$ cat src/rtl/blkmove_pkg.sv
`timescale 1ns/1ps
// Shared types for the block move sequencer.
package blkmove_pkg;
    // Sequencer phases: idle, moving words, base update plus done.
    typedef enum logic [1:0] {
        ST_IDLE = 2'd0,
        ST_XFER = 2'd1,
        ST_WB   = 2'd2
    } seq_state_e;
endpackage

$ cat src/rtl/blkmove_walker.sv
`timescale 1ns/1ps
// Register index / address walker.
// Loads the highest index and start address, then on each step counts the
// index down by one and the address up by one word. Assumes the caller stops
// stepping once the index has reached zero.
module blkmove_walker #(
    parameter int WORD_W = 32,
    parameter int IDX_W  = 4
) (
    input  logic              clk,
    input  logic              rst_n,
    input  logic              load_i,
    input  logic              step_i,
    input  logic [IDX_W-1:0]  last_idx_i,
    input  logic [WORD_W-1:0] start_addr_i,
    output logic [IDX_W-1:0]  idx_o,
    output logic [WORD_W-1:0] addr_o,
    output logic              at_zero_o
);
    localparam int WORD_BYTES = WORD_W / 8;
    localparam logic [WORD_W-1:0] STEP = WORD_W'(WORD_BYTES);

    // Index and address counters.
    always_ff @(posedge clk) begin
        if (!rst_n) begin
            idx_o  <= '0;
            addr_o <= '0;
        end else if (load_i) begin
            idx_o  <= last_idx_i;
            addr_o <= start_addr_i;
        end else if (step_i) begin
            addr_o <= addr_o + STEP;
            if (!at_zero_o) idx_o <= idx_o - 1'b1;
        end
    end

    // Last-word detect.
    assign at_zero_o = (idx_o == '0);

    AST_ADDR_STEP: assert property (@(posedge clk) disable iff (!rst_n)
        (step_i && !load_i) |=> (addr_o == $past(addr_o) + STEP));
    AST_IDX_DOWN: assert property (@(posedge clk) disable iff (!rst_n)
        (step_i && !load_i && !at_zero_o) |=> (idx_o == $past(idx_o) - 1'b1));
endmodule

$ cat src/rtl/blkmove_rfport.sv
`timescale 1ns/1ps
// Register file and write-data steering.
// During a transfer it reads the walked register and supplies the store
// data, substituting the start address for the base register when a prefix
// and auto-increment store covers it. It writes loaded words back, and in the
// writeback phase updates the base register when auto-increment is set.
// Purely combinational; assumes the register file read is combinational.
module blkmove_rfport #(
    parameter int WORD_W = 32,
    parameter int IDX_W  = 4
) (
    input  logic              xfer_i,
    input  logic              wb_i,
    input  logic              beat_i,
    input  logic              store_i,
    input  logic              autoinc_i,
    input  logic              prefix_i,
    input  logic [IDX_W-1:0]  idx_i,
    input  logic [IDX_W-1:0]  base_idx_i,
    input  logic [WORD_W-1:0] start_addr_i,
    input  logic [WORD_W-1:0] cur_addr_i,
    input  logic [WORD_W-1:0] rf_rdata_i,
    input  logic [WORD_W-1:0] mem_rdata_i,
    output logic [IDX_W-1:0]  rf_raddr_o,
    output logic              rf_we_o,
    output logic [IDX_W-1:0]  rf_waddr_o,
    output logic [WORD_W-1:0] rf_wdata_o,
    output logic [WORD_W-1:0] mem_wdata_o
);
    logic subst_base;

    // Store data: start address replaces the base register's own value.
    always_comb begin
        subst_base  = autoinc_i && prefix_i && (idx_i == base_idx_i);
        rf_raddr_o  = idx_i;
        mem_wdata_o = subst_base ? start_addr_i : rf_rdata_i;
    end

    // Register write: loaded word in transfer, base update in writeback.
    always_comb begin
        rf_we_o    = 1'b0;
        rf_waddr_o = idx_i;
        rf_wdata_o = mem_rdata_i;
        if (xfer_i && beat_i && !store_i) begin
            rf_we_o = 1'b1;
        end else if (wb_i && autoinc_i) begin
            rf_we_o    = 1'b1;
            rf_waddr_o = base_idx_i;
            rf_wdata_o = prefix_i ? start_addr_i : cur_addr_i;
        end
    end
endmodule

$ cat src/rtl/blkmove_seq.sv
`timescale 1ns/1ps
// Multi-register block move sequencer (top).
// Accepts a start only when idle, walks registers from the highest index
// down to zero at rising word addresses, one word per accepted memory beat,
// then spends one cycle on the base writeback and the done pulse.
// Assumes the start address is already chosen (prefix or base) by the caller.
module blkmove_seq #(
    parameter int WORD_W = 32,
    parameter int IDX_W  = 4
) (
    input  logic              clk,
    input  logic              rst_n,
    input  logic              start_i,
    input  logic              store_i,
    input  logic              autoinc_i,
    input  logic              prefix_i,
    input  logic [IDX_W-1:0]  last_idx_i,
    input  logic [IDX_W-1:0]  base_idx_i,
    input  logic [WORD_W-1:0] start_addr_i,
    output logic              busy_o,
    output logic              done_o,
    output logic              mem_req_o,
    output logic              mem_we_o,
    output logic [WORD_W-1:0] mem_addr_o,
    output logic [WORD_W-1:0] mem_wdata_o,
    input  logic [WORD_W-1:0] mem_rdata_i,
    input  logic              mem_rdy_i,
    output logic [IDX_W-1:0]  rf_raddr_o,
    input  logic [WORD_W-1:0] rf_rdata_i,
    output logic              rf_we_o,
    output logic [IDX_W-1:0]  rf_waddr_o,
    output logic [WORD_W-1:0] rf_wdata_o
);
    import blkmove_pkg::*;

    seq_state_e        state_q;
    logic              store_q, autoinc_q, prefix_q;
    logic [IDX_W-1:0]  base_q;
    logic [WORD_W-1:0] start_q;
    logic              accept, beat, at_zero;
    logic [IDX_W-1:0]  idx;
    logic [WORD_W-1:0] addr;

    // Start is taken only in idle; a beat is an accepted request.
    assign accept = (state_q == ST_IDLE) && start_i;
    assign beat   = (state_q == ST_XFER) && mem_rdy_i;

    // Phase sequencing.
    always_ff @(posedge clk) begin
        if (!rst_n) begin
            state_q <= ST_IDLE;
        end else begin
            case (state_q)
                ST_IDLE: if (start_i) state_q <= ST_XFER;
                ST_XFER: if (beat && at_zero) state_q <= ST_WB;
                default: state_q <= ST_IDLE;
            endcase
        end
    end

    // Capture of the transfer parameters at start.
    always_ff @(posedge clk) begin
        if (!rst_n) begin
            store_q   <= 1'b0;
            autoinc_q <= 1'b0;
            prefix_q  <= 1'b0;
            base_q    <= '0;
            start_q   <= '0;
        end else if (accept) begin
            store_q   <= store_i;
            autoinc_q <= autoinc_i;
            prefix_q  <= prefix_i;
            base_q    <= base_idx_i;
            start_q   <= start_addr_i;
        end
    end

    blkmove_walker #(.WORD_W(WORD_W), .IDX_W(IDX_W)) u_walker (
        .clk          (clk),
        .rst_n        (rst_n),
        .load_i       (accept),
        .step_i       (beat),
        .last_idx_i   (last_idx_i),
        .start_addr_i (start_addr_i),
        .idx_o        (idx),
        .addr_o       (addr),
        .at_zero_o    (at_zero)
    );

    blkmove_rfport #(.WORD_W(WORD_W), .IDX_W(IDX_W)) u_rfport (
        .xfer_i       (state_q == ST_XFER),
        .wb_i         (state_q == ST_WB),
        .beat_i       (beat),
        .store_i      (store_q),
        .autoinc_i    (autoinc_q),
        .prefix_i     (prefix_q),
        .idx_i        (idx),
        .base_idx_i   (base_q),
        .start_addr_i (start_q),
        .cur_addr_i   (addr),
        .rf_rdata_i   (rf_rdata_i),
        .mem_rdata_i  (mem_rdata_i),
        .rf_raddr_o   (rf_raddr_o),
        .rf_we_o      (rf_we_o),
        .rf_waddr_o   (rf_waddr_o),
        .rf_wdata_o   (rf_wdata_o),
        .mem_wdata_o  (mem_wdata_o)
    );

    // Memory request and status outputs.
    assign mem_req_o  = (state_q == ST_XFER);
    assign mem_we_o   = mem_req_o && store_q;
    assign mem_addr_o = addr;
    assign busy_o     = (state_q != ST_IDLE);
    assign done_o     = (state_q == ST_WB);

    AST_REQ_HOLD: assert property (@(posedge clk) disable iff (!rst_n)
        (mem_req_o && !mem_rdy_i) |=> (mem_req_o && $stable(mem_addr_o) && $stable(rf_raddr_o)));
    AST_DONE_PULSE: assert property (@(posedge clk) disable iff (!rst_n)
        done_o |=> (!done_o && !busy_o));
    AST_IDLE_QUIET: assert property (@(posedge clk) disable iff (!rst_n)
        !busy_o |-> (!mem_req_o && !rf_we_o));
    AST_NO_WB_PLAIN: assert property (@(posedge clk) disable iff (!rst_n)
        (done_o && !autoinc_q) |-> !rf_we_o);
    AST_LOAD_ONLY: assert property (@(posedge clk) disable iff (!rst_n)
        (rf_we_o && mem_req_o) |-> (!mem_we_o && mem_rdy_i));
endmodule

$ cat config.mk
export PLATFORM = sky130hd
export DESIGN_NAME = blkmove_seq
export DESIGN_NICKNAME = d
export VERILOG_FILES = /design/src/rtl/blkmove_pkg.sv /design/src/rtl/blkmove_walker.sv /design/src/rtl/blkmove_rfport.sv /design/src/rtl/blkmove_seq.sv
export SDC_FILE = /design/constraint.sdc
export NUM_CORES = 1
export LEC_CHECK = 0
export BUFFER_PORTS_ARGS = -buffer_cell sky130_fd_sc_hd__buf_4
export CAP_MARGIN = 5
export CORE_ASPECT_RATIO = 1.75
export CORE_MARGIN = 8
export CORE_UTILIZATION = 45
export DETAILED_ROUTE_END_ITERATION = 8
export PLACE_DENSITY = 0.78
export SYNTH_ARGS = -nofsm -noshare
export SYNTH_HDL_FRONTEND = slang
export SYNTH_SLANG_ARGS = --single-unit
export TNS_END_PERCENT = 30
$ cat constraint.sdc
create_clock -name clk -period 2.31 [get_ports clk]
set_input_delay 0.1155 -clock clk [delete_from_list [all_inputs] [get_ports clk]]
set_output_delay 0.1155 -clock clk [all_outputs]
set_load 0.01 [all_outputs]
==> impl_metrics.env <==
export IMPL_outcome="completed"
export IMPL_grt_overflow_total=0
export IMPL_holdBufCountCts=0
export IMPL_routedWlPerCell_um=18.26
export IMPL_clkSlewWorstSetupHoldPaths_ns=0.06
export IMPL_critPathMaxFanout=7
export IMPL_clockBufferDepth=2
export IMPL_grt_pass1_vias=5164
export IMPL_drc=0
export IMPL_fin_nets=894
export IMPL_clock_sinks=77
export IMPL_ys_warn_count=0
export IMPL_fill_cells=835
export IMPL_cap_violations=0
export IMPL_worst_slew_pin_transition_ns=0.8655
export IMPL_async_flop_share_pct=0
export IMPL_wl_um=16620
export IMPL_port_buffers=219
export IMPL_ys_types=45
export IMPL_ios=220
export IMPL_multi_input_area_mm2=0.002784
export IMPL_core_mm2=0.009789
export IMPL_fin_crit_ns=2.107
export IMPL_p_leak_uw=0.002898
export IMPL_ys_ff_latch=77
export IMPL_timing_setup_tns_ns=0
export IMPL_antenna_found_initial=0
export IMPL_hold_viol_final=0
export IMPL_cts_htree_levels=3
export IMPL_drv_slew=0
export IMPL_cp_required_ns=2.56
export IMPL_grt_use_total_pct=23.68
export IMPL_worstPathArrival_ns=2.36
export IMPL_cts_resized=0
export IMPL_p_per_area_mw_per_mm2=608.6
export IMPL_critPathKind="flop to flop"
export IMPL_viasPerCell=5.599
export IMPL_synth_edf_count=0
export IMPL_clkLatencyLatePin_ns=0.34
export IMPL_cts_buffers_inserted=9
export IMPL_globalplace_congestion=0.9107
export IMPL_grt_first_pass_wirelength_um=26090
export IMPL_hold_depth=3
export IMPL_power_uw=4025
export IMPL_final_antenna_net_count=0
export IMPL_layout_cells_most_common_list="buf_4, nand2_1, dfxtp_1"
export IMPL_drive_above_1_share_pct=37.83
export IMPL_synthTopCellsByArea="dfxtp_1, nand2_1, mux2_2"
export IMPL_drt_pass1_iter_count=5
export IMPL_finalSetupViolCount=0
export IMPL_grt_max_degree=50
export IMPL_rrSetupSlack_ns=0.20
export IMPL_cts_tree="done"
export IMPL_yosysTopAreaCell="dfxtp_1"
export IMPL_rsz0062_at_grt="false"
export IMPL_synthCells=575
export IMPL_final_cells=910
export IMPL_synth_top_cell_area_share_pct=34.24
export IMPL_synthesis_area_mm2=0.004502
export IMPL_vias=5095
export IMPL_num_rows=48
export IMPL_initial_core_util_pct=45.99
export IMPL_dieArea_mm2=0.01359
export IMPL_ys_seq_area_share_pct=34.24
export IMPL_crit_path_start_kind="flop"
export IMPL_max_slew_margin_pct=42.09
export IMPL_end_kind="flop"
export IMPL_synth_flop_cell="dfxtp_1"
export IMPL_die_x_um=91.61
export IMPL_clock_fmax_ghz=0.4747
export IMPL_dp_hpwl_um=12850
export IMPL_diodes=0
export IMPL_seq_area_mm2=0.001543
export IMPL_hold_class="input pin to flop"
export IMPL_final_common_cell="buf_4"
export IMPL_syn_num_nets=689
export IMPL_r2r_worst_path_cells=6
export IMPL_die_y_um=148.3
export IMPL_post_cts_buffers=0
export IMPL_syn2layout_area_growth_pct=46.89
export IMPL_syn_area_per_cell_um2=7.829
export IMPL_drt_initial_drc_count=345
export IMPL_place_area_mm2=0.006287
export IMPL_placed_cells=894
export IMPL_cts_root_buffer="clkbuf_16"
export IMPL_finalClockSkew_ns=0.007875
export IMPL_ir_drop_uv=477.9
export IMPL_fin_crit_sh_pct=91.19
export IMPL_fin_area_mm2=0.006613
-- worst paths after layout --
check | start | end
max | u_walker.addr_o[2] | u_walker.addr_o[28]
min | base_idx_i[0] | base_q[0]
max reg2reg | u_walker.addr_o[2] | u_walker.addr_o[28]
min reg2reg | start_q[11] | start_q[11]
-- worst max-delay path, stage by stage (launching register included) --
cell and delay (ns):
dfxtp_1 0.44, ha_1 0.25, nand4_1 0.29, nor4_4 0.46
nand4_1 0.20, xnor2_1 0.16, a211oi_1 0.22
-- state kept, by name, indices dropped and copies added (netlist names) --
register	cells
u_walker.idx_o	4
base_q	4
autoinc_q	1
state_q	2
store_q	1
u_walker.addr_o	32
prefix_q	1
start_q	32
-- cell type report --
cell class                 instances  share of cell area, %
multi-input combinational        451                  42.10
timing repair buffer             233                  26.83
sequential                        77                  23.33
clock buffer                      10                  3.614
tap                              125                  2.365
clock inverter                     6                  1.306
inverter                           8                 0.4541
-- routing by layer --
metal / part of all wire, % / track usage, % / vias to the layer above
li1: - / - / 2437
met2: 54 / 43.52 / 233
met3: 7.0 / 6.815 / 50
met5: 0 / 0 / -
met1: 35 / 23.07 / 2375
met4: 3.8 / 12.61 / 0
-- where the power goes --
group	leakage (µW)	switching [µW]	internal (µW)
Combinational	0.00211	443	476
Sequential	0.000634	142	1430
Clock	0.000158	556	973
-- metrics by stage --
step                      hold WS (ns)  utilization [%]  setup WS, ns
final                          0.02596            67.55        0.2035
after global routing           0.02206            67.55       0.01657
after CTS                      0.01763            67.55        0.1909
after detailed placement        0.3733            64.23        0.2372
after global placement          0.3655            64.23        0.3617
after floorplan                 0.2515                -        0.4872
-- synth_stat cells, types with 2 or more instances --
library cell,number
nor4_1,4
and3_1,3
buf_1,2
mux2_2,37
nor2_1,17
o31ai_1,5
mux2i_1,34
o21ai_0,48
o21a_1,5
nor2b_1,2
clkbuf_1,34
nor3_2,2
xnor2_1,9
nor4_4,2
buf_2,2
a211oi_1,6
nand2_1,137
nor3b_1,3
and4_1,2
nor3_1,8
xor2_1,10
o221ai_1,4
or3_1,3
dfxtp_1,77
a21oi_1,61
inv_1,8
ha_1,3
o211ai_1,2
nand3_1,11
nand2b_1,2
a31oi_1,4
nand4_1,14
o211a_1,2
-- logic make-up (layout without fill, tap and decap cells) --
kind of cell	count (synthesis)	after routing	synth area share [%]
flip-flops	77	77	34.24
buffers and inverters	47	257	4.141
adder cells (fa/ha/maj)	3	3	0.8339
multiplexers	71	71	16.81
AND/OR/NAND/NOR	216	216	22.51
XOR/XNOR	19	19	3.697
AO/OA/AOI/OAI	142	142	17.76
Power figures use the tool's default switching activity.
